==> src/rtl/iss_pkg.sv <==
package iss_pkg;
    localparam int SLOTS = 4;
    localparam int NREG  = 32;
    localparam int RW    = $clog2(NREG);
    localparam int NCLS  = 4;
    localparam int CW    = $clog2(NCLS);
    localparam int CNTW  = $clog2(SLOTS + 1);
    localparam int NWB   = 2;

    typedef struct packed {
        logic          v;
        logic          wr;
        logic [RW-1:0] dst;
        logic          a_en;
        logic [RW-1:0] a;
        logic          b_en;
        logic [RW-1:0] b;
        logic [CW-1:0] cls;
    } slot_t;

    function automatic logic live_reg(input logic en, input logic [RW-1:0] r);
        return en && (r != '0);
    endfunction
endpackage

==> src/rtl/iss_scoreboard.sv <==
module iss_scoreboard
    import iss_pkg::*;
(
    input  logic                      clk,
    input  logic                      rst,
    input  logic [SLOTS-1:0]          set_en,
    input  logic [SLOTS-1:0][RW-1:0]  set_reg,
    input  logic [NWB-1:0]            clr_en,
    input  logic [NWB-1:0][RW-1:0]    clr_reg,
    output logic [NREG-1:0]           pend
);
    logic [NREG-1:0] set_vec, clr_vec;

    always_comb begin
        set_vec = '0;
        clr_vec = '0;
        for (int i = 0; i < SLOTS; i++)
            if (set_en[i]) set_vec[set_reg[i]] = 1'b1;
        for (int k = 0; k < NWB; k++)
            if (clr_en[k]) clr_vec[clr_reg[k]] = 1'b1;
    end

    always_ff @(posedge clk) begin
        if (rst) pend <= '0;
        else     pend <= ((pend & ~clr_vec) | set_vec) & ~NREG'(1);
    end
endmodule

==> src/rtl/iss_hazard.sv <==
module iss_hazard
    import iss_pkg::*;
#(
    parameter int IDX = 0
) (
    input  slot_t [SLOTS-1:0] grp,
    input  logic  [SLOTS-1:0] rem,
    input  logic  [NREG-1:0]  pend,
    input  logic  [NCLS-1:0]  fu_busy,
    output logic              free
);
    slot_t cur;
    logic  cur_w;
    assign cur   = grp[IDX];
    assign cur_w = live_reg(cur.wr, cur.dst);

    always_comb begin
        free = 1'b1;
        // in-flight RAW, WAW and structural checks
        if (live_reg(cur.a_en, cur.a) && pend[cur.a]) free = 1'b0;
        if (live_reg(cur.b_en, cur.b) && pend[cur.b]) free = 1'b0;
        if (cur_w && pend[cur.dst])                   free = 1'b0;
        if (fu_busy[cur.cls])                         free = 1'b0;
        // in-group checks against earlier unissued slots
        for (int j = 0; j < IDX; j++) begin
            if (rem[j]) begin
                if (live_reg(grp[j].wr, grp[j].dst)) begin
                    if (live_reg(cur.a_en, cur.a) && cur.a == grp[j].dst) free = 1'b0;
                    if (live_reg(cur.b_en, cur.b) && cur.b == grp[j].dst) free = 1'b0;
                    if (cur_w && cur.dst == grp[j].dst)                 free = 1'b0;
                end
                if (cur_w && grp[j].a_en && grp[j].a == cur.dst) free = 1'b0;
                if (cur_w && grp[j].b_en && grp[j].b == cur.dst) free = 1'b0;
                if (grp[j].cls == cur.cls)                       free = 1'b0;
            end
        end
    end
endmodule

==> src/rtl/iss_select.sv <==
module iss_select
    import iss_pkg::*;
(
    input  logic              grp_valid,
    input  logic [SLOTS-1:0]  rem,
    input  logic [SLOTS-1:0]  free,
    output logic [SLOTS-1:0]  mask,
    output logic [CNTW-1:0]   cnt,
    output logic              done
);
    logic run;

    always_comb begin
        run  = 1'b1;
        mask = '0;
        cnt  = '0;
        for (int i = 0; i < SLOTS; i++) begin
            if (rem[i]) begin
                if (run && free[i]) mask[i] = 1'b1;
                else                run     = 1'b0;
            end
            cnt = cnt + CNTW'(mask[i]);
        end
        done = grp_valid && ((rem & ~mask) == '0);
    end
endmodule

==> src/rtl/issue_gate.sv <==
module issue_gate
    import iss_pkg::*;
(
    input  logic                     clk,
    input  logic                     rst,
    input  logic                     grp_valid,
    input  logic [SLOTS-1:0]         slot_v,
    input  logic [SLOTS-1:0]         slot_wr,
    input  logic [SLOTS-1:0][RW-1:0] slot_dst,
    input  logic [SLOTS-1:0]         slot_a_en,
    input  logic [SLOTS-1:0][RW-1:0] slot_a,
    input  logic [SLOTS-1:0]         slot_b_en,
    input  logic [SLOTS-1:0][RW-1:0] slot_b,
    input  logic [SLOTS-1:0][CW-1:0] slot_cls,
    input  logic [NCLS-1:0]          fu_busy,
    input  logic                     wb0_en,
    input  logic [RW-1:0]            wb0_reg,
    input  logic                     wb1_en,
    input  logic [RW-1:0]            wb1_reg,
    output logic [SLOTS-1:0]         issue_mask,
    output logic [CNTW-1:0]          issue_cnt,
    output logic                     grp_done
);
    slot_t [SLOTS-1:0] grp;
    logic  [SLOTS-1:0] done_q, rem, free, set_en;
    logic  [NREG-1:0]  pend;

    for (genvar i = 0; i < SLOTS; i++) begin : g_slot
        assign grp[i] = '{v: slot_v[i], wr: slot_wr[i], dst: slot_dst[i],
                          a_en: slot_a_en[i], a: slot_a[i],
                          b_en: slot_b_en[i], b: slot_b[i], cls: slot_cls[i]};
        assign set_en[i] = issue_mask[i] && live_reg(slot_wr[i], slot_dst[i]);

        iss_hazard #(.IDX(i)) u_hz (
            .grp(grp), .rem(rem), .pend(pend), .fu_busy(fu_busy), .free(free[i])
        );
    end

    assign rem = grp_valid ? (slot_v & ~done_q) : '0;

    iss_select u_sel (
        .grp_valid(grp_valid), .rem(rem), .free(free),
        .mask(issue_mask), .cnt(issue_cnt), .done(grp_done)
    );

    iss_scoreboard u_sb (
        .clk(clk), .rst(rst),
        .set_en(set_en), .set_reg(slot_dst),
        .clr_en({wb1_en, wb0_en}), .clr_reg({wb1_reg, wb0_reg}),
        .pend(pend)
    );

    always_ff @(posedge clk) begin
        if (rst)            done_q <= '0;
        else if (grp_done)  done_q <= '0;
        else if (grp_valid) done_q <= done_q | issue_mask;
    end
endmodule

==> config.mk <==
export PLATFORM = sky130hd
export DESIGN_NAME = issue_gate
export DESIGN_NICKNAME = d
export VERILOG_FILES = /design/src/rtl/iss_pkg.sv /design/src/rtl/iss_scoreboard.sv /design/src/rtl/iss_hazard.sv /design/src/rtl/iss_select.sv /design/src/rtl/issue_gate.sv
export SDC_FILE = /design/constraint.sdc
export NUM_CORES = 1
export LEC_CHECK = 0
export BUFFER_PORTS_ARGS = -buffer_cell sky130_fd_sc_hd__buf_2
export CORE_UTILIZATION = 55
export DETAILED_ROUTE_END_ITERATION = 7
export PLACE_DENSITY_LB_ADDON = 0.3
export SYNTH_ARGS = -nofsm -noshare
export SYNTH_HDL_FRONTEND = slang
export SYNTH_HIERARCHICAL = 1
export SYNTH_SLANG_ARGS = --single-unit
==> constraint.sdc <==
create_clock -name clk -period 3.3 [get_ports clk]
set_input_delay 0.165 -clock clk [delete_from_list [all_inputs] [get_ports clk]]
set_output_delay 0.165 -clock clk [all_outputs]
set_load 0.01 [all_outputs]
==> impl.org <==
** Setup path
- Worst Path Required :: ~3.1 ns
- Across all register-to-register paths, the minimum setup slack is -0.68 ns.
- The endpoint identified for the worst register-to-register timing path is u_sb/pend[22].
- Worst-path cell with the longest stage delay :: fa_1
- Following the worst setup path forward leads to its endpoint at issue_cnt[1].
- Critical Path AT :: about 4 ns
- The startpoint identified for the worst register-to-register timing path is u_sb/pend[21].
- The worst setup path is launched from a flip-flop.
- For this run, the slowest stage of the critical path takes 0.58 ns.
- Max FO, Critical Path :: 6
- The cell family contributing the most delay on the critical path is multiplexers.
- Critical path depth in cells :: 14
- Worst setup startpoint :: u_sb/pend[21]
- STA classifies the critical path endpoint as a primary output.
- Traced cell by cell, the critical path runs through buf_6 -> mux4_2 -> mux4_2 -> mux2i_1 -> nor2_1 -> nor4_2 -> inv_1 -> a221oi_4 -> nand3_2 -> fa_1 -> inv_2 -> ha_4 -> ha_4 -> buf_6.
- The critical path is of the flip-flop to primary output type.
- Total buffers and inverters traversed by the critical path :: 4
- Depth of the most critical reg-to-reg path :: 15

** Synthesis
- Largest cells by area after synthesis :: mux4_2 19%, xor2_1 9.3%, dfxtp_1 8.2%
- When the netlist entered floorplanning its net count stood at 983.
- Yosys printed 6 warnings.
- Yosys mapped the design onto between 70 and 80 distinct sky130hd cell types.
- Count of flip-flops with a built-in enable after synthesis :: 0
- Library cell with the largest summed area after synthesis :: mux4_2
- The mapped netlist covers around 0.0085 sq mm.
- Fraction of registers with async set or reset after synthesis :: 0%
- Area share of the leading cell type in the synthesized netlist :: between 10% and 20%
- Counting every instance in the synthesized netlist gives 877.
- In this run, synthesis produced a sequential element count of 35.
- Averaged over all synthesized cells, the footprint is approximately 9.7 sq um.
- Sequential element share of the synthesized area :: under 10%
- Most used flip-flop cell after synthesis :: dfxtp_1

** Global routing
- First-pass GRT wire length :: 59100 um
- Pin count of the biggest net entering global routing :: 36
- Remaining Overflow, GRT :: 0
- The initial antenna violation count was 0.
- The via count of the first global-routing pass came to a little over 10000.
- In the global route stage, overall resource usage came out at 48.9%.

** STA
- The hold violation count in the final report is 0.
- Setup repair after global routing could not meet its margin everywhere.
- Post-route clock skew :: approximately 0.009 ns
- Relative slew slack :: between 30% and 40%
- At the pin with the least slew margin, the transition time is 0.965 ns.
- Min Tclk post-route :: between 4 and 5 ns
- Timing would allow up to approximately 0.24 GHz.
- Final count of negative-setup-slack endpoints :: 38
- The total count of max-transition violations in the final report came to 0.
- Period utilisation layout :: 127%
- Setup slack on the critical path of the routed design comes to -0.876 ns.

** Finish
- Antenna diodes :: 0
- Final std cells w/o fill :: 1384
- Fraction of final layout cells with drive strength greater than 1 :: 47.7%
- Number of nets at the end of the flow :: around 1300
- Area Growth Syn to Fin :: 34.6%

** Floorplan
- Measured along the y axis, the die boundary spans around 130 um.
- After floorplanning, the core was sized to cover ~0.015 sq mm.
- about 110 I/O pins were placed.
- Measured along the x axis, the die boundary spans ~130 um.
- Initial Util :: around 56%
- Row generation in the floorplan step produced 45 rows.
- The die covers around 0.016 sq mm.

** CTS
- Clock latency on the worst-skew pair, taken at its later pin, is slightly below 0.3 ns.
- TritonCTS built the clock tree.
- The clock passes through at most 2 buffers.
- CTS H-tree lvls :: 2
- CTS saw 35 sinks.
- Register clock-pin slew on the reported worst setup and hold paths :: roughly 0.070 ns
- CTS buffer count :: 5
- Cell chosen for the clock root :: clkbuf_16

** Min path
- The worst hold path belongs to the class input pin to flip-flop.

** Status
- The final reports fail on setup timing.
- Outcome :: finished with violations

** Power
- The analysis attributes to net switching a power of 0.800 mW.
- Switching portion of total power :: 40.7%
- Internal power of the cells :: 1.17 mW
- Leakage power figure :: around 4.5 nW
- Combinational logic burns 53.7% of the power.
- Fraction of power consumed by the clock network :: 24.8%
- Part of the total power dissipated in sequential elements :: between 20 and 25%
- Total power of the final layout :: 1.97 mW
- Worst IR drop on VDD :: 0.259 mV
- For this design the ratio of total power to cell area is about 170 mW/mm^2.

** Detailed routing
- Post-detailed-routing wire length :: a little under 40000 um
- Initial drt markers :: ~1600
- After detailed routing, the number of remaining DRC violations is 0.
- The first detailed-routing pass took 6 iterations.
- Remaining number of nets flagged by the antenna check after routing :: 0
- Dividing the detail-routed wire length by the instance count gives 28.2 um.
- Via total after detailed routing :: between 10000 and 15000
- After detailed routing, the number of vias per cell comes to 7.47.

** Placed design
- Once detailed placement completed, the half-perimeter wirelength came to 29600 um.
- Routability-driven placement congestion ratio :: approximately 1.0
- Cell total after placement :: roughly 1400
- Port buffering added 110 buffers.

** Job
- The tool flagged a number of max-cap violations equal to 0.
## through the flow
| step | TNS [ns] | hold slack [ns] | setup slack [ns] | cell area (sq um) | util, % |
|---|---|---|---|---|---|
| 3_5_place_dp | -19.77 | 0.498 | -0.717 | 11000 | 72.4 |
| 3_3_place_gp | -18.87 | 0.495 | -0.698 | 11000 | 72.4 |
| 5_1_grt | -22.53 | 0.375 | -0.910 | 11500 | 75.7 |
| 6_report | -20.64 | 0.329 | -0.876 | 11500 | 75.7 |
| 2_1_floorplan | -0.0224 | 0.234 | -0.0224 | 8570 | - |
| 4_1_cts | -18.53 | 0.320 | -0.798 | 11300 | 74.9 |
## registers in the layout, summed over array words and instances, names as in the netlist
name       cells
done_q         4
u_sb/pend     31
## power by group through the flow
stage	registers, mW	clock network (mW)	logic (mW)
floorplan	0.439	0	0.519
global placement	0.441	0	0.960
detailed placement	0.441	0	0.974
CTS	0.423	0.487	1.00
global route	0.422	0.507	1.10
finish	0.423	0.487	1.06
## cells by family after synthesis
kind of cell    after synthesis  share of synthesized area [%]
compound gates              220                           19.5
xor+xnor                    162                           16.7
fa+ha+maj                     3                          0.529
buf+inv                      82                           5.30
flops                        35                           8.23
mux                         136                           30.9
other cells                   1                         0.0440
simple gates                238                           18.8
## placed cells by master (no fill, tap or decap), types with 16 or more instances in the layout
cell | synthesis | final
a21oi_1 | 18 | 18
a22oi_1 | 62 | 61
a31oi_1 | 43 | 43
buf_2 | 25 | 106
buf_4 | 6 | 251
mux2_2 | 20 | 20
mux2i_1 | 23 | 22
mux4_1 | 22 | 19
mux4_2 | 71 | 74
nand2_1 | 22 | 22
nand3_1 | 31 | 29
nand3b_1 | 16 | 16
nor2_1 | 18 | 18
nor3_1 | 19 | 19
o221ai_1 | 26 | 25
or4_1 | 18 | 18
xnor2_1 | 72 | 72
xor2_1 | 90 | 90
## layout make-up
cell class                      instances  area, sq um
Multi-Input combinational cell        760         7490
Timing Repair Buffer                  381         2770
Tap cell                              188          235
Inverter                               12         47.5
Clock buffer                            5          125
Clock inverter                          3         23.8
Sequential cell                        35          768
Fill cell                            1114         3680
## metal layers
metal | up-vias | GRT usage [%] | share of wire [%]
li1 | 4269 | - | -
met1 | 4786 | 60.9 | 35
met2 | 1008 | 77.4 | 43
met3 | 277 | 12.2 | 14
met4 | 0 | 28.2 | 7.3
met5 | - | 0 | 0
## worst reg2reg max path, delay by kind of cell, from the launching register on
kind / cells / cell delay [ns]
AO/OA/AOI/OAI: 4 / 0.95
multiplexers: 3 / 1.03
buffers and inverters: 4 / 0.60
flip-flops: 1 / 0.40
AND/OR/NAND/NOR: 4 / 0.88
## worst min-delay path by stage
stage              start      endpoint  slack, ns  cells past startpoint
2_1_floorplan        rst  u_sb/pend[4]       0.23                      1
3_3_place_gp   done_q[3]     done_q[3]       0.50                      2
3_5_place_dp   done_q[3]     done_q[3]       0.50                      2
4_1_cts        grp_valid     done_q[3]       0.32                      4
5_1_grt        grp_valid     done_q[2]       0.37                      4
6_report       grp_valid     done_q[2]       0.33                      4
## synthesized netlist by cell type, types with 13 or more instances
| cell type | number |
|---|---|
| a21oi_1 | 18 |
| a22oi_1 | 62 |
| a31oi_1 | 43 |
| buf_2 | 25 |
| clkbuf_1 | 24 |
| dfxtp_1 | 35 |
| mux2_2 | 20 |
| mux2i_1 | 23 |
| mux4_1 | 22 |
| mux4_2 | 71 |
| nand2_1 | 22 |
| nand3_1 | 31 |
| nand3b_1 | 16 |
| nand4_1 | 13 |
| nor2_1 | 18 |
| nor3_1 | 19 |
| nor4_1 | 13 |
| o221ai_1 | 26 |
| or4_1 | 18 |
| xnor2_1 | 72 |
| xor2_1 | 90 |
## timing repair
item	in CTS	in global routing
hold buffers	0	0
resized for setup	49	30
pin swaps	4	12
setup buffers	11	7
setup endpoints to repair	37	42
endpoints found under the hold margin	0	0
Power figures use the tool's default switching activity.
